===== config.mk =====
export PLATFORM = sky130hd
export DESIGN_NAME = vec_entry_seq
export DESIGN_NICKNAME = d
export VERILOG_FILES = /design/src/rtl/ves_pkg.sv /design/src/rtl/ves_req_arb.sv /design/src/rtl/ves_stack_unit.sv /design/src/rtl/ves_seq_fsm.sv /design/src/rtl/vec_entry_seq.sv
export SDC_FILE = /design/constraint.sdc
export NUM_CORES = 1
export LEC_CHECK = 0
export ABC_CLOCK_PERIOD_IN_PS = 5000
export BUFFER_PORTS_ARGS = -buffer_cell sky130_fd_sc_hd__buf_2
export CORE_ASPECT_RATIO = 1.25
export CORE_MARGIN = 8
export CORE_UTILIZATION = 44
export DETAILED_ROUTE_END_ITERATION = 6
export PLACE_DENSITY = 0.71
export SLEW_MARGIN = 20
export SYNTH_ARGS = -nofsm -noshare
export SYNTH_HDL_FRONTEND = slang
export SYNTH_SLANG_ARGS = --single-unit

===== constraint.sdc =====
create_clock -name clk -period 5 [get_ports clk]
set_input_delay 1 -clock clk [delete_from_list [all_inputs] [get_ports clk]]
set_output_delay 1 -clock clk [all_outputs]
set_load 0.05 [all_outputs]

===== src/rtl/ves_pkg.sv =====
package ves_pkg;

   // status bit positions the sequencer touches
   localparam int FLAG_I = 2;
   localparam int FLAG_B = 4;
   localparam int FLAG_U = 5;

   typedef enum logic [3:0] {
      ST_IDLE,
      ST_RST,
      ST_SETUP,
      ST_PUSH_H,
      ST_PUSH_L,
      ST_PUSH_P,
      ST_VEC_L,
      ST_VEC_H,
      ST_R_DUMMY,
      ST_R_INC,
      ST_R_P,
      ST_R_L,
      ST_R_H,
      ST_LOAD
   } seq_state_e;

   typedef enum logic [2:0] {
      SRC_NONE,
      SRC_RST,
      SRC_NMI,
      SRC_IRQ,
      SRC_BRK,
      SRC_RTI
   } seq_src_e;

   typedef enum logic [2:0] {
      SP_HOLD,
      SP_INIT,
      SP_DEC,
      SP_INC,
      SP_LOAD
   } sp_op_e;

endpackage


===== src/rtl/ves_req_arb.sv =====
module ves_req_arb
   import ves_pkg::*;
#(
   parameter int SYNC_STAGES = 0
) (
   input  logic     clk,
   input  logic     rst_n,
   input  logic     nmi_n,
   input  logic     irq_n,
   input  logic     brk_req,
   input  logic     rti_req,
   input  logic     i_flag,
   input  logic     idle,
   input  logic     accept,
   output seq_src_e req_src,
   output logic     req_valid,
   output logic     nmi_pending
);

   logic nmi_s;
   logic irq_s;
   logic nmi_prev_q;
   logic nmi_pend_q;
   logic nmi_edge;
   logic nmi_hot;

   // optional input synchronisers, chosen by parameter
   generate
      if (SYNC_STAGES == 0) begin : g_nosync
         assign nmi_s = nmi_n;
         assign irq_s = irq_n;
      end else begin : g_sync
         logic [SYNC_STAGES-1:0] nmi_sh_q;
         logic [SYNC_STAGES-1:0] irq_sh_q;
         for (genvar k = 0; k < SYNC_STAGES; k++) begin : g_stage
            always_ff @(posedge clk or negedge rst_n) begin
               if (!rst_n) begin
                  nmi_sh_q[k] <= 1'b1;
                  irq_sh_q[k] <= 1'b1;
               end else if (k == 0) begin
                  nmi_sh_q[k] <= nmi_n;
                  irq_sh_q[k] <= irq_n;
               end else begin
                  nmi_sh_q[k] <= nmi_sh_q[(k == 0) ? 0 : k-1];
                  irq_sh_q[k] <= irq_sh_q[(k == 0) ? 0 : k-1];
               end
            end
         end
         assign nmi_s = nmi_sh_q[SYNC_STAGES-1];
         assign irq_s = irq_sh_q[SYNC_STAGES-1];
      end
   endgenerate

   assign nmi_edge = nmi_prev_q & ~nmi_s;
   assign nmi_hot  = nmi_pend_q | nmi_edge;

   always_ff @(posedge clk or negedge rst_n) begin
      if (!rst_n) begin
         nmi_prev_q <= 1'b1;
         nmi_pend_q <= 1'b0;
      end else begin
         nmi_prev_q <= nmi_s;
         if (accept && req_src == SRC_NMI)
            nmi_pend_q <= 1'b0;
         else if (nmi_edge)
            nmi_pend_q <= 1'b1;
      end
   end

   // fixed priority among the requesters
   always_comb begin
      if (nmi_hot)
         req_src = SRC_NMI;
      else if (!irq_s && !i_flag)
         req_src = SRC_IRQ;
      else if (brk_req)
         req_src = SRC_BRK;
      else if (rti_req)
         req_src = SRC_RTI;
      else
         req_src = SRC_NONE;
   end

   assign req_valid   = idle && (req_src != SRC_NONE);
   assign nmi_pending = nmi_pend_q;

   // a masked request never starts a sequence
   a_r8_irq_masked : assert property (@(posedge clk) disable iff (!rst_n)
      (accept && req_src == SRC_IRQ) |-> !i_flag);

   // a pending edge beats every other source
   a_r9_nmi_wins : assert property (@(posedge clk) disable iff (!rst_n)
      (accept && nmi_pend_q) |-> (req_src == SRC_NMI));

   // a latched edge is only dropped when it is taken
   a_r9_pend_kept : assert property (@(posedge clk) disable iff (!rst_n)
      $fell(nmi_pend_q) |-> $past(accept));

endmodule


===== src/rtl/ves_stack_unit.sv =====
module ves_stack_unit
   import ves_pkg::*;
#(
   parameter int                DATA_W     = 8,
   parameter logic [DATA_W-1:0] STACK_PAGE = 8'h01
) (
   input  logic                  clk,
   input  logic                  rst_n,
   input  sp_op_e                op,
   input  logic [DATA_W-1:0]     load_val,
   output logic [2*DATA_W-1:0]   stack_addr,
   output logic [DATA_W:0]       sp_full
);

   localparam logic [DATA_W-1:0] SP_TOP = '1;

   logic [DATA_W-1:0] sp_q;

   always_ff @(posedge clk or negedge rst_n) begin
      if (!rst_n) begin
         sp_q <= SP_TOP;
      end else begin
         unique case (op)
            SP_INIT: sp_q <= SP_TOP;
            SP_DEC:  sp_q <= sp_q - 1'b1;
            SP_INC:  sp_q <= sp_q + 1'b1;
            SP_LOAD: sp_q <= load_val;
            default: sp_q <= sp_q;
         endcase
      end
   end

   assign stack_addr = {STACK_PAGE, sp_q};
   assign sp_full    = {1'b1, sp_q};

   // initialisation lands on the top of the page
   a_r1_sp_init : assert property (@(posedge clk) disable iff (!rst_n)
      (op == SP_INIT) |=> (sp_q == SP_TOP));

endmodule


===== src/rtl/ves_seq_fsm.sv =====
module ves_seq_fsm
   import ves_pkg::*;
#(
   parameter int                ADDR_W        = 16,
   parameter int                DATA_W        = 8,
   parameter logic [DATA_W-1:0] STACK_PAGE    = 8'h01,
   parameter logic [ADDR_W-1:0] VEC_NMI       = 16'hFFFA,
   parameter logic [ADDR_W-1:0] VEC_RST       = 16'hFFFC,
   parameter logic [ADDR_W-1:0] VEC_IRQ       = 16'hFFFE,
   parameter int                BRK_PC_OFFSET = 2
) (
   input  logic              clk,
   input  logic              rst_n,
   input  seq_src_e          req_src,
   input  logic              req_valid,
   output logic              accept,
   input  logic [ADDR_W-1:0] pc_in,
   input  logic [DATA_W-1:0] p_in,
   input  logic              sp_wr,
   input  logic [ADDR_W-1:0] stack_addr,
   input  logic [DATA_W-1:0] mem_rdata,
   output logic [ADDR_W-1:0] mem_addr,
   output logic              mem_we,
   output logic [DATA_W-1:0] mem_wdata,
   output logic              pc_load,
   output logic [ADDR_W-1:0] pc_out,
   output logic              p_load,
   output logic [DATA_W-1:0] p_out,
   output logic              busy,
   output logic              done,
   output sp_op_e            sp_op
);

   localparam logic [ADDR_W-1:0] BRK_ADD = ADDR_W'(BRK_PC_OFFSET);
   localparam logic [DATA_W-1:0] MASK_I  = DATA_W'(1) << FLAG_I;
   localparam logic [DATA_W-1:0] MASK_B  = DATA_W'(1) << FLAG_B;
   localparam logic [DATA_W-1:0] MASK_U  = DATA_W'(1) << FLAG_U;

   seq_state_e        state_q, state_d;
   seq_src_e          src_q;
   logic [ADDR_W-1:0] ret_q;
   logic [DATA_W-1:0] stat_q;
   logic [DATA_W-1:0] lo_q;
   logic [ADDR_W-1:0] vec_base;

   assign accept = req_valid && (state_q == ST_IDLE);
   assign busy   = (state_q != ST_IDLE);

   // vector pair for the event being served
   always_comb begin
      unique case (src_q)
         SRC_NMI: vec_base = VEC_NMI;
         SRC_RST: vec_base = VEC_RST;
         default: vec_base = VEC_IRQ;
      endcase
   end

   // state sequencing
   always_comb begin
      state_d = state_q;
      unique case (state_q)
         ST_IDLE:    if (accept)
                        state_d = (req_src == SRC_RTI) ? ST_R_DUMMY : ST_SETUP;
         ST_RST:     state_d = ST_VEC_L;
         ST_SETUP:   state_d = ST_PUSH_H;
         ST_PUSH_H:  state_d = ST_PUSH_L;
         ST_PUSH_L:  state_d = ST_PUSH_P;
         ST_PUSH_P:  state_d = ST_VEC_L;
         ST_VEC_L:   state_d = ST_VEC_H;
         ST_VEC_H:   state_d = ST_LOAD;
         ST_R_DUMMY: state_d = ST_R_INC;
         ST_R_INC:   state_d = ST_R_P;
         ST_R_P:     state_d = ST_R_L;
         ST_R_L:     state_d = ST_R_H;
         ST_R_H:     state_d = ST_LOAD;
         ST_LOAD:    state_d = ST_IDLE;
         default:    state_d = ST_IDLE;
      endcase
   end

   always_ff @(posedge clk or negedge rst_n) begin
      if (!rst_n) begin
         state_q <= ST_RST;
         src_q   <= SRC_RST;
         ret_q   <= '0;
         stat_q  <= '0;
         lo_q    <= '0;
      end else begin
         state_q <= state_d;
         if (accept) begin
            src_q  <= req_src;
            stat_q <= p_in;
            ret_q  <= (req_src == SRC_BRK) ? pc_in + BRK_ADD : pc_in;
         end
         if (state_q == ST_VEC_H || state_q == ST_R_H)
            lo_q <= mem_rdata;
      end
   end

   // per-state outputs
   always_comb begin
      mem_addr  = stack_addr;
      mem_we    = 1'b0;
      mem_wdata = '0;
      pc_load   = 1'b0;
      pc_out    = {mem_rdata, lo_q};
      p_load    = 1'b0;
      p_out     = p_in;
      done      = 1'b0;
      sp_op     = SP_HOLD;
      unique case (state_q)
         ST_IDLE: begin
            if (sp_wr && !accept)
               sp_op = SP_LOAD;
         end
         ST_RST: begin
            sp_op = SP_INIT;
         end
         ST_PUSH_H: begin
            mem_we    = 1'b1;
            mem_wdata = ret_q[ADDR_W-1:DATA_W];
            sp_op     = SP_DEC;
         end
         ST_PUSH_L: begin
            mem_we    = 1'b1;
            mem_wdata = ret_q[DATA_W-1:0];
            sp_op     = SP_DEC;
         end
         ST_PUSH_P: begin
            mem_we    = 1'b1;
            mem_wdata = (stat_q & ~MASK_B) | MASK_U
                        | ((src_q == SRC_BRK) ? MASK_B : '0);
            sp_op     = SP_DEC;
         end
         ST_VEC_L: begin
            mem_addr = vec_base;
            p_load   = 1'b1;
            p_out    = (p_in | MASK_I) & ~MASK_B;
         end
         ST_VEC_H: begin
            mem_addr = vec_base + 1'b1;
         end
         ST_R_INC, ST_R_P: begin
            sp_op = SP_INC;
         end
         ST_R_L: begin
            sp_op  = SP_INC;
            p_load = 1'b1;
            p_out  = (mem_rdata & ~MASK_B) | MASK_U;
         end
         ST_LOAD: begin
            pc_load = 1'b1;
            done    = 1'b1;
         end
         default: ;
      endcase
   end

   // writes only ever land in the stack page
   a_r3_we_in_page : assert property (@(posedge clk) disable iff (!rst_n)
      mem_we |-> (mem_addr[ADDR_W-1:DATA_W] == STACK_PAGE));

   // completion is a single-cycle pulse
   a_r12_done_pulse : assert property (@(posedge clk) disable iff (!rst_n)
      done |=> !done);

   // no new sequence starts in the cycle right after one ends
   a_r12_no_reenter : assert property (@(posedge clk) disable iff (!rst_n)
      done |=> !pc_load);

endmodule


===== src/rtl/vec_entry_seq.sv =====
module vec_entry_seq
   import ves_pkg::*;
#(
   parameter int          ADDR_W        = 16,
   parameter int          DATA_W        = 8,
   parameter logic [7:0]  STACK_PAGE    = 8'h01,
   parameter logic [15:0] VEC_NMI       = 16'hFFFA,
   parameter logic [15:0] VEC_RST       = 16'hFFFC,
   parameter logic [15:0] VEC_IRQ       = 16'hFFFE,
   parameter int          BRK_PC_OFFSET = 2,
   parameter int          SYNC_STAGES   = 0
) (
   input  logic              clk,
   input  logic              rst_n,
   input  logic              nmi_n,
   input  logic              irq_n,
   input  logic              brk_req,
   input  logic              rti_req,
   input  logic [ADDR_W-1:0] pc_in,
   input  logic [DATA_W-1:0] p_in,
   input  logic              sp_wr,
   input  logic [DATA_W-1:0] sp_wdata,
   output logic [ADDR_W-1:0] mem_addr,
   output logic              mem_we,
   output logic [DATA_W-1:0] mem_wdata,
   input  logic [DATA_W-1:0] mem_rdata,
   output logic              pc_load,
   output logic [ADDR_W-1:0] pc_out,
   output logic              p_load,
   output logic [DATA_W-1:0] p_out,
   output logic [DATA_W:0]   sp_out,
   output logic              seq_busy,
   output logic              seq_done
);

   // elaboration-time parameter checks
   generate
      if (ADDR_W != 2 * DATA_W) begin : g_bad_width
         $error("address width must be twice the data width");
      end
      if (DATA_W <= FLAG_U) begin : g_bad_data
         $error("data width too small for the status bits");
      end
      if (SYNC_STAGES < 0 || SYNC_STAGES > 3) begin : g_bad_sync
         $error("synchroniser depth must lie in 0..3");
      end
      if (BRK_PC_OFFSET < 0 || BRK_PC_OFFSET > 3) begin : g_bad_off
         $error("break return offset must lie in 0..3");
      end
   endgenerate

   seq_src_e          req_src;
   logic              req_valid;
   logic              accept;
   logic              nmi_pending;
   sp_op_e            sp_op;
   logic [ADDR_W-1:0] stack_addr;

   ves_req_arb #(
      .SYNC_STAGES (SYNC_STAGES)
   ) u_arb (
      .clk         (clk),
      .rst_n       (rst_n),
      .nmi_n       (nmi_n),
      .irq_n       (irq_n),
      .brk_req     (brk_req),
      .rti_req     (rti_req),
      .i_flag      (p_in[FLAG_I]),
      .idle        (!seq_busy),
      .accept      (accept),
      .req_src     (req_src),
      .req_valid   (req_valid),
      .nmi_pending (nmi_pending)
   );

   ves_stack_unit #(
      .DATA_W     (DATA_W),
      .STACK_PAGE (DATA_W'(STACK_PAGE))
   ) u_stack (
      .clk        (clk),
      .rst_n      (rst_n),
      .op         (sp_op),
      .load_val   (sp_wdata),
      .stack_addr (stack_addr),
      .sp_full    (sp_out)
   );

   ves_seq_fsm #(
      .ADDR_W        (ADDR_W),
      .DATA_W        (DATA_W),
      .STACK_PAGE    (DATA_W'(STACK_PAGE)),
      .VEC_NMI       (ADDR_W'(VEC_NMI)),
      .VEC_RST       (ADDR_W'(VEC_RST)),
      .VEC_IRQ       (ADDR_W'(VEC_IRQ)),
      .BRK_PC_OFFSET (BRK_PC_OFFSET)
   ) u_fsm (
      .clk        (clk),
      .rst_n      (rst_n),
      .req_src    (req_src),
      .req_valid  (req_valid),
      .accept     (accept),
      .pc_in      (pc_in),
      .p_in       (p_in),
      .sp_wr      (sp_wr),
      .stack_addr (stack_addr),
      .mem_rdata  (mem_rdata),
      .mem_addr   (mem_addr),
      .mem_we     (mem_we),
      .mem_wdata  (mem_wdata),
      .pc_load    (pc_load),
      .pc_out     (pc_out),
      .p_load     (p_load),
      .p_out      (p_out),
      .busy       (seq_busy),
      .done       (seq_done),
      .sp_op      (sp_op)
   );

   // each stack write is followed by a decrement of the pointer
   a_r3_push_then_dec : assert property (@(posedge clk) disable iff (!rst_n)
      mem_we |=> (sp_out[DATA_W-1:0] == $past(sp_out[DATA_W-1:0]) - 1'b1));

   // the port is only written during a sequence
   a_r12_we_busy : assert property (@(posedge clk) disable iff (!rst_n)
      mem_we |-> seq_busy);

   // the pointer never moves while idle without a write strobe
   a_r11_sp_quiet : assert property (@(posedge clk) disable iff (!rst_n)
      (!seq_busy && !sp_wr && !$past(seq_busy)) |=> $stable(sp_out) || seq_busy);

endmodule


# Word level (Yosys, flattened, before mapping)

Index checks and enable logic that the tools add are counted.

Reductions and logical operators: 20
Add/subtract/negate cells: 4
Bitwise gates (word level): 4
Equality and inequality tests: 24
Muxes and demuxes: 21

Operators with widths:

| kind                                                                   | number |
|---|---|
| 4-bit case mux with 11 select lines                                    | 1 |
| 16-bit case mux with 2 select lines                                    | 1 |
| 8-bit case mux with 4 select lines                                     | 1 |
| 4-bit equality test (second input constant)                            | 6 |
| 8-bit case mux with 3 select lines                                     | 1 |
| 16-bit by 1-bit adder with 16-bit output (second input constant)       | 1 |
| 16-bit by 2-bit adder with 16-bit output (second input constant)       | 1 |
| 4-bit by 3-bit equality test with 1-bit output (second input constant) | 4 |
| 16-bit two-way mux                                                     | 1 |
| 8-bit case mux with 2 select lines                                     | 1 |
| 3-bit two-way mux                                                      | 5 |
| 3-bit by 2-bit equality test with 1-bit output (second input constant) | 4 |
| 3-bit equality test (second input constant)                            | 4 |
| 3-bit case mux with 4 select lines                                     | 1 |
| 8-bit by 1-bit adder with 8-bit output (second input constant)         | 1 |
| 4-bit by 2-bit equality test with 1-bit output (second input constant) | 2 |
| 4-bit two-way mux                                                      | 2 |
| 8-bit bitwise OR                                                       | 1 |
| 4-bit nonzero test                                                     | 2 |
| 8-bit by 1-bit subtractor with 8-bit output (second input constant)    | 1 |
| 3-bit by 1-bit equality test with 1-bit output (second input constant) | 2 |
| 3-bit case mux with 2 select lines                                     | 1 |
| 2-bit OR reduction                                                     | 3 |
| 3-bit OR reduction                                                     | 2 |
| 13 further kinds                                                       | 24 |

Output and inout bits: 62
Register bits: 49
Bits of input ports: 47
Word-level logic and storage cells: 81

# Depth between registers and ports, before layout

Gate-level depths: netlist (run 1).

Depth after elaboration: 13
Mapped depth: 10

# Cells and area by module

Synthesis (run 1) repeated with hierarchy kept, for this count alone.

Cells, all modules: 377
Area total of the unflattened synthesis: 3,393.3 µm²

Modules (own cells, without submodules):

| module         | instances | cells each | area each (µm²) |
|---|---|---|---|
| ves_seq_fsm    | 1         | 242        | 2,311.0 |
| ves_stack_unit | 1         | 122        | 947.2 |
| ves_req_arb    | 1         | 12         | 131.4 |
| vec_entry_seq  | 1         | 1          | 3.8 |

# Worst setup path after synthesis (run 1)

OpenSTA, ideal clock, no wires.

Path type: flip-flop to output port
From: register u_fsm.state_q[2]
To: output port mem_addr[2]
Stages on the path, launching flop included: 7
Setup slack: 1,570 ps
Arrival time: 2,430 ps
Required time: 4,000 ps
Cells stage by stage: dfrtp_1 -> clkbuf_1 -> nor2b_1 -> nand2_1 -> inv_1 -> nor2_1 -> a41oi_1

Cells in the longest elaborated chain, start to end: 2
Elaborated cells on any way between the ends: 3
Those cells by class: eq/ne (2); mux (1)

Ends and longest elaborated chain:

| what                                           | RTL line            | text |
|---|---|---|
| from (decl)                                    | ves_seq_fsm.sv:39   | `seq_state_e state_q, state_d;` |
| from (signal assigned)                         | ves_seq_fsm.sv:89   | `state_q <= state_d;` |
| 4-bit by 3-bit equality test with 1-bit output | ves_seq_fsm.sv:111  | `unique case (state_q)` |
| 16-bit case mux with 2 select lines *          | ves_seq_fsm.sv:111  |  |
| to (decl)                                      | vec_entry_seq.sv:23 | `output logic [ADDR_W-1:0] mem_addr,` |

Every way passes the cells marked *; elsewhere a longest branch is shown, timed or not.

# Final worst setup path (run 1)

From: register u_fsm.state_q[2]
To: output port mem_wdata[4]

Cells in the longest elaborated chain, start to end: 2
Elaborated cells on any way between the ends: 4
Those cells by class: eq/ne (3); mux (1)

Ends and longest elaborated chain:

| what                                                                                                                    | RTL line            | text |
|---|---|---|
| 4-bit by 3-bit equality test with 1-bit output / 4-bit by 2-bit equality test with 1-bit output (equally long branches) | ves_seq_fsm.sv:111  |  |
| 8-bit case mux with 3 select lines *                                                                                    | ves_seq_fsm.sv:111  |  |
| to (decl)                                                                                                               | vec_entry_seq.sv:25 | `output logic [DATA_W-1:0] mem_wdata,` |

Marks and branches as above.

==> impl_metrics.json, run 1 <==
{
  "cts-buffers-inserted": 5,
  "dominantRegCellSynth": "dfrtp_1",
  "grt-ovfl-total": 0,
  "detail_route.wirelength.met1_um": 3271,
  "synth.yosys.seq_area_share": 0.3893,
  "final_hold_viol_count": 0,
  "critical_path.reg2reg.startpoint": "u_fsm.state_q[0]",
  "tritoncts_num_sinks": 47,
  "synth_top_area_frac": 0.2947,
  "number_of_synthesized_register_bits": 47,
  "detailroute.wirelength.met3_um": 354,
  "area_growth_pct": 18.09,
  "reg2reg_setup_slack_ns": 2.16,
  "synth_enable_flop_cells": 0,
  "post_synth_inst_count": 325,
  "endpoint_required_time_on_the_critical_path_ns": 4.00,
  "rr_endpoint": "u_stack.sp_q[6]",
  "post_synth_mux_area_share": 0.08391,
  "syn_area_mm2": 0.003057,
  "ctsHtreeMaxLevel": 2,
  "highest-signal-layer": "met4",
  "synth_compound_area_frac": 0.1621,
  "final.fill_count": 645,
  "hpwl_um": 6094,
  "core_box_area_mm2": 0.006849,
  "routed_wl_um": 7804,
  "final_area_mm2": 0.003610,
  "maxClockFrequency_mhz": 281.5,
  "dieArea_mm2": 0.009887,
  "antenna_found_initial": 0,
  "routedWlPerCell_um": 15.61,
  "postSynth.asyncResetShare": 1.000,
  "timing.critical_path.slowest_cell_delay_ns": 0.80,
  "rr_worst_depth": 9,
  "synth_simple_gate_area_share": 0.1867,
  "cp_max_fo": 22,
  "synth.yosys.warnings": 0,
  "final_min_period_over_clock_period": 0.7104,
  "placement_rows": 34,
  "synth_xor_xnor_area_share": 0.05444,
  "start_util": 0.4463,
  "relative_slew_margins": 0.4811,
  "globalplace.congestion": 0.8242,
  "setup_total_negative_slack_ns": 0,
  "drc": 0,
  "grt_start_max_net_pins": 48,
  "timing.hold.worst.class": "register to register",
  "count_of_cell_types_in_the_netlist": 59,
  "tritoncts": "yes",
  "synth_area_per_cell_um2": 9.405,
  "layout-drive-gt1-share": 0.3829,
  "timing.final.setup_violations": 0,
  "crit_path_end_kind": "output port",
  "buffer_cell_driving_the_clock_tree_root": "clkbuf_8",
  "synth_area_leaders": "dfrtp_1, dfstp_2, mux2_2, xor2_1, buf_4",
  "multi_input_comb_area_mm2": 0.001627,
  "avgViaCountPerCell": 5.226,
  "postCtsResizedCells": 0,
  "cts_post_setup_buffers_inserted": 0,
  "tightestPinTransition_ns": 0.7724,
  "drt.antenna.violating_nets": 0,
  "clkSlewWorstSetupHoldPaths_ns": 0.08,
  "num_io_pins": 109,
  "cts.path.max_buffers": 2,
  "hold-path-cell-count": 2,
  "layout_min_cycle_time_ns": 3.552,
  "hold_buffers": 0,
  "io_buffers": 106,
  "total_number_of_nets_in_the_final_design": 465,
  "clock_latency_ns": 0.30,
  "worst-setup-path-type": "register to output port",
  "placement_cell_area_mm2": 0.003512,
  "worst_clock_skew_ns": 0.008945,
  "diodes": 0,
  "max_cap_viol_count": 0,
  "timing.hold.ws_ns": 0.4836,
  "synth_top_family_by_area": "simple AND/OR/NAND/NOR gates",
  "num_vias": 2613,
  "synth_top_area_cell": "dfrtp_1",
  "die_h_um": 109.2,
  "synth-adder-area-share": 0.04257,
  "die-width_um": 90.55,
  "outcome": "finished, final reports clean",
  "dr.first_iter.drc_count": 123,
  "routed-wl-met2_um": 4022,
  "cp.arrival_ns": 2.55,
  "number_of_detailed_routing_iterations_run_before_antenna_repair": 4,
  "timing_max_transition_violations_final": 0,
  "crit_slowest_cell": "dfrtp_1",
  "grtUsageTotal": 0.1563,
  "layout.area.seq_mm2": 0.001190,
  "cp_cell_sequence": "nand2b_1, nor3_1, a22oi_1, nand2_1, buf_2",
  "rsz0062_at_grt": "no",
  "timing.critical_path.from_type": "register",
  "worst_hold_path.endpoint": "u_fsm.ret_q[13]",
  "wire_length_of_the_first_global_routing_pass_um": 12840,
  "worst_hold_startpoint": "u_fsm.ret_q[13]",
  "first_global_vias": 2662
}
## cells in the final DEF, fill, tap and decap left out, drive strengths merged, types with 5 or more instances in the layout
| cell type | count |
|---|---|
| buf | 106 |
| dfrtp | 36 |
| nand2 | 34 |
| o21ai | 26 |
| nor2 | 23 |
| mux2 | 21 |
| a21oi | 18 |
| xor2 | 16 |
| inv | 14 |
| dfstp | 11 |
| nand4 | 9 |
| ha | 8 |
| nand2b | 7 |
| clkbuf | 7 |
| nor3 | 7 |
| a222oi | 6 |
| a21o | 6 |
| a22oi | 5 |
| and3 | 5 |
| nor2b | 5 |
## registers in the layout, indices dropped and copies added, names as in the netlist
signal             count
u_fsm.ret_q           16
u_fsm.lo_q             8
u_stack.sp_q           8
u_fsm.stat_q           6
u_fsm.state_q          4
u_fsm.src_q            3
u_arb.nmi_pending      1
u_arb.nmi_prev_q       1
## cell families (layout without fill, tap and decap cells)
logic type | Yosys count | after routing
buffers and inverters | 44 | 128
xor gates and xnor gates | 19 | 19
muxes | 23 | 23
AOI/OAI and AO/OA | 76 | 76
adders and majority gates | 10 | 10
DFF | 47 | 47
and+or+nand+nor | 105 | 105
other | 1 | 2
## worst max-delay path: cells and delay by family (launching register included)
kind,cells,cell delay (ns)
and+or+nand+nor,3,1.00
DFF,1,0.80
buffers and inverters,1,0.28
AOI/OAI and AO/OA,1,0.18
## worst max-delay path by stage
| stage | to | start | depth (start not counted) | slack (ns) |
|---|---|---|---|---|
| floorplan | mem_addr[2] | u_fsm.state_q[2] | 6 | 1.57 |
| global placement | mem_wdata[4] | u_fsm.state_q[2] | 5 | 1.91 |
| detailed placement | mem_wdata[4] | u_fsm.state_q[2] | 5 | 1.79 |
| CTS | mem_wdata[4] | u_fsm.state_q[2] | 5 | 1.46 |
| global route | mem_wdata[1] | u_fsm.state_q[2] | 5 | 1.27 |
| finish | mem_wdata[4] | u_fsm.state_q[2] | 5 | 1.45 |
## synthesized netlist by cell type, types with 2 or more instances
master / n
dfrtp_1: 36
nand2_1: 33
o21ai_0: 25
nor2_1: 23
mux2_2: 21
a21oi_1: 18
buf_4: 17
xor2_1: 16
inv_1: 13
dfstp_2: 11
nand4_1: 9
ha_1: 8
nand2b_1: 7
a21o_1: 6
a222oi_1: 6
a22oi_1: 5
and3_1: 5
buf_2: 5
clkbuf_1: 5
nor3_1: 5
nor2b_1: 4
nand3_1: 3
o211ai_1: 3
xnor2_1: 3
and4_1: 2
mux2i_1: 2
o2bb2ai_1: 2
## layout make-up
cell class,count,share of cell area
Timing Repair Buffer,106,0.1477
Tap cell,90,0.03120
Clock buffer,7,0.02392
Multi-Input combinational cell,235,0.4506
Sequential cell,47,0.3296
Inverter,14,0.01456
Clock inverter,1,0.002426
## routing by layer
metal  up-vias  track usage
li1       1311            -
met1      1227       0.1794
met2        64       0.2772
met3        11      0.03306
met4         0      0.06555
met5         -            0
## metrics by stage
step	utilization	worst slack, ns	cells
floorplan	-	1.570	326
global placement	0.5128	1.909	492
detailed placement	0.5128	1.793	492
CTS	0.5267	1.458	500
global route	0.5270	1.275	500
finish	0.5270	1.448	500
Power of run 1 is left out: the tool's default activity adds up to more than one toggle a clock period on the data nets, which glitch-free logic cannot reach.
==> run 2, diff against run 1 <==
--- a/config.mk
+++ b/config.mk
@@ -5,13 +5,14 @@
 export SDC_FILE = /design/constraint.sdc
 export NUM_CORES = 1
 export LEC_CHECK = 0
-export ABC_CLOCK_PERIOD_IN_PS = 5000
+export ABC_AREA = 1
+export ABC_CLOCK_PERIOD_IN_PS = 3000
 export BUFFER_PORTS_ARGS = -buffer_cell sky130_fd_sc_hd__buf_2
 export CORE_ASPECT_RATIO = 1.25
 export CORE_MARGIN = 8
 export CORE_UTILIZATION = 44
 export DETAILED_ROUTE_END_ITERATION = 6
-export PLACE_DENSITY = 0.71
+export PLACE_DENSITY = 0.72
 export SLEW_MARGIN = 20
 export SYNTH_ARGS = -nofsm -noshare
 export SYNTH_HDL_FRONTEND = slang
==> constraint.sdc (replaced) <==
create_clock -name clk -period 3 [get_ports clk]
set_input_delay 0.6 -clock clk [delete_from_list [all_inputs] [get_ports clk]]
set_output_delay 0.6 -clock clk [all_outputs]
set_load 0.05 [all_outputs]
==> impl_metrics.json, run 2 <==
{
  "seqPwrFrac": 0.241,
  "layout.area.seq_mm2": 0.001190,
  "switching_power_mw": 3.077,
  "diodes": 0,
  "power_report.internal_total_mw": 2.108,
  "hpwl_um": 7563,
  "dr.first_iter.drc_count": 191,
  "total_number_of_nets_in_the_final_design": 646,
  "grt_start_max_net_pins": 29,
  "drt.antenna.violating_nets": 0,
  "use_met1": 0.1907,
  "clock_latency_ns": 0.30,
  "maxClockFrequency_mhz": 372.3,
  "synth_area_per_cell_um2": 6.897,
  "timing.critical_path.slowest_cell_delay_ns": 0.51,
  "dp_cells": 678,
  "cp.arrival_ns": 2.09,
  "count_of_cell_types_in_the_netlist": 39,
  "num_vias": 3398,
  "outcome": "finished, final reports clean",
  "top_register_by_number_of_flip_flops": "u_fsm.ret_q",
  "syn_area_mm2": 0.003448,
  "ctsHtreeMaxLevel": 2,
  "number_of_detailed_routing_iterations_run_before_antenna_repair": 4,
  "dieArea_mm2": 0.01094,
  "place_ws_ns": 0.6482,
  "worst_ir_drop_vdd_mv": 0.9149,
  "timing.critical_path.from_type": "register",
  "met2_usage": 0.3143,
  "worst_clock_skew_ns": 0.01056,
  "crit_path_end_kind": "output port",
  "crit_slowest_cell": "dfrtp_1",
  "grtUsageMet3": 0.02221,
  "area_growth_pct": 16.62,
  "timing_max_transition_violations_final": 0,
  "post_synth_inst_count": 500,
  "endpoint_required_time_on_the_critical_path_ns": 2.40,
  "grt-ovfl-total": 0,
  "power.combinational.fraction": 0.680,
  "worst-path-buf-inv": 2,
  "multi_input_comb_area_mm2": 0.001818,
  "first_global_vias": 3316,
  "synth_area_leaders": "dfrtp_1, nand2_1, dfstp_2, nand3_1, inv_1",
  "finalCoreUtilization": 0.5221,
  "p_per_cell_area_mw_per_mm2": 1289,
  "switching_share": 0.5934,
  "rr_endpoint": "u_stack.sp_q[7]",
  "synth_most_common_cell": "nand2_1",
  "routed_wl_um": 9298,
  "biggestRegsByFlops": "u_fsm.ret_q: 16 flops, u_fsm.lo_q: 8 flops, u_stack.sp_q: 8 flops",
  "placement_rows": 36,
  "cts.path.max_buffers": 2,
  "globalplace.congestion": 0.8824,
  "cp_top_family": "simple AND/OR/NAND/NOR gates",
  "cts_post_setup_buffers_inserted": 0,
  "final_min_period_over_clock_period": 0.8954,
  "core_box_area_mm2": 0.007702,
  "layout_min_cycle_time_ns": 2.686,
  "power_frac_clock": 0.079,
  "final_hold_viol_count": 0,
  "buffer_cell_driving_the_clock_tree_root": "clkbuf_8",
  "number_of_synthesized_register_bits": 47,
  "cp_cell_sequence": "nand2_1, nor2_2, inv_1, a21oi_1, buf_2",
  "grtUsageTotal": 0.1685,
  "layout_commonest_cell": "nand2_1",
  "total_power_mw": 5.185,
  "die_h_um": 115.0,
  "synth.yosys.warnings": 0,
  "rr_worst_depth": 11,
  "final_cell_count_without_fillers": 686,
  "max_cap_viol_count": 0,
  "postCtsResizedCells": 0,
  "synth_top_area_frac": 0.2612,
  "setup_total_negative_slack_ns": 0,
  "timing.hold.worst.class": "input pin to async pin",
  "worst-setup-path-type": "register to output port",
  "num_io_pins": 109,
  "start_util": 0.4477,
  "cp_max_fo": 15,
  "tritoncts_num_sinks": 47,
  "postLayoutSetupSlackWorst_ns": 0.3137,
  "postSynth.asyncResetShare": 1.000,
  "cts-buffers-inserted": 5,
  "tightestPinTransition_ns": 0.6199,
  "dominantRegCellSynth": "dfrtp_1",
  "clkSlewWorstSetupHoldPaths_ns": 0.09,
  "layout-drive-gt1-share": 0.2690,
  "mostFrequentLayoutCells": "nand2_1, buf_2, inv_1, nand3_1, nor2_1",
  "hold_buffers": 0,
  "timing.final.setup_violations": 0,
  "gr-max-usage-layer": "met2",
  "static-leakage-power_nw": 2.203,
  "final.fill_count": 764,
  "drc": 0,
  "largest_reg_flops": 16,
  "synth.yosys.seq_area_share": 0.3451,
  "tritoncts": "yes",
  "critical_path.reg2reg.startpoint": "u_fsm.state_q[0]",
  "wire_length_of_the_first_global_routing_pass_um": 15090,
  "synth_enable_flop_cells": 0,
  "die-width_um": 95.18,
  "antenna_found_initial": 0,
  "relative_slew_margins": 0.5867,
  "io_buffers": 106,
  "avgViaCountPerCell": 4.953,
  "routedWlPerCell_um": 13.55,
  "synth_top_area_cell": "dfrtp_1",
  "reg2reg_setup_slack_ns": 0.76,
  "post_synth_most_frequent_cells": "nand2_1, inv_1, nand3_1",
  "rsz0062_at_grt": "no"
}
run 2: cell count changes after synthesis, sizes merged, moves of 7 or more:
cell | before | now
xor2 | 16 | 5
inv | 14 | 65
nand2 | 34 | 174
nand3 | 3 | 47
a31oi | 1 | 8
nor2 | 23 | 50
mux2 | 21 | 0
nand2b | 7 | 0
run 2: worst max-delay path by stage:
stage	from	to	slack, ns	cells after the start
3_3_place_gp	u_fsm.state_q[0]	mem_wdata[4]	0.72	5
6_report	u_fsm.state_q[2]	mem_addr[0]	0.31	5
2_1_floorplan	u_fsm.state_q[3]	mem_addr[0]	0.12	5
3_5_place_dp	u_fsm.state_q[0]	mem_wdata[4]	0.65	5
5_1_grt	u_fsm.state_q[2]	mem_addr[0]	0.13	5
4_1_cts	u_fsm.state_q[0]	mem_wdata[4]	0.31	5
run 2: stage by stage:
step,hold slack [ns],cell area (um2)
global placement,0.4586,3926
floorplan,0.3044,3452
finish,0.3099,4021
detailed placement,0.4644,3926
CTS,0.3308,4021
global route,0.3523,4021
run 2: layout make-up:
class                   instances  area share
multi-input cells             362      0.4521
flip-flops and latches         47      0.2959
repair buffers                109      0.1375
inverters                      65     0.06129
well taps                      95     0.02956
clock buffers                   7     0.02147
clock inverters                 1    0.002178
run 2: layer usage:
layer	share of wire	wire (um)	vias up
met5	0	0	-
met4	0.012	111	0
met3	0.049	451	6
met2	0.53	4943	85
met1	0.41	3791	1556
li1	-	-	1751
run 2: power by group through the flow:
stage               clock, mW  sequential (mW)  combinational (mW)
finish                  0.408             1.25                3.53
global route            0.438             1.30                3.83
CTS                     0.422             1.25                3.54
detailed placement          0             1.26                3.53
global placement            0             1.25                3.48
floorplan                   0             1.59                2.51
run 2: cells by family after synthesis:
family | count (synthesis) | share of synthesized area
xor+xnor | 8 | 0.02032
simple gates | 288 | 0.3748
compound gates | 55 | 0.09507
other cells | 1 | 0.001087
buf+inv | 92 | 0.1288
flops | 47 | 0.3451
fa+ha+maj | 9 | 0.03483
Note: power is estimated with default switching activity, not from simulation.
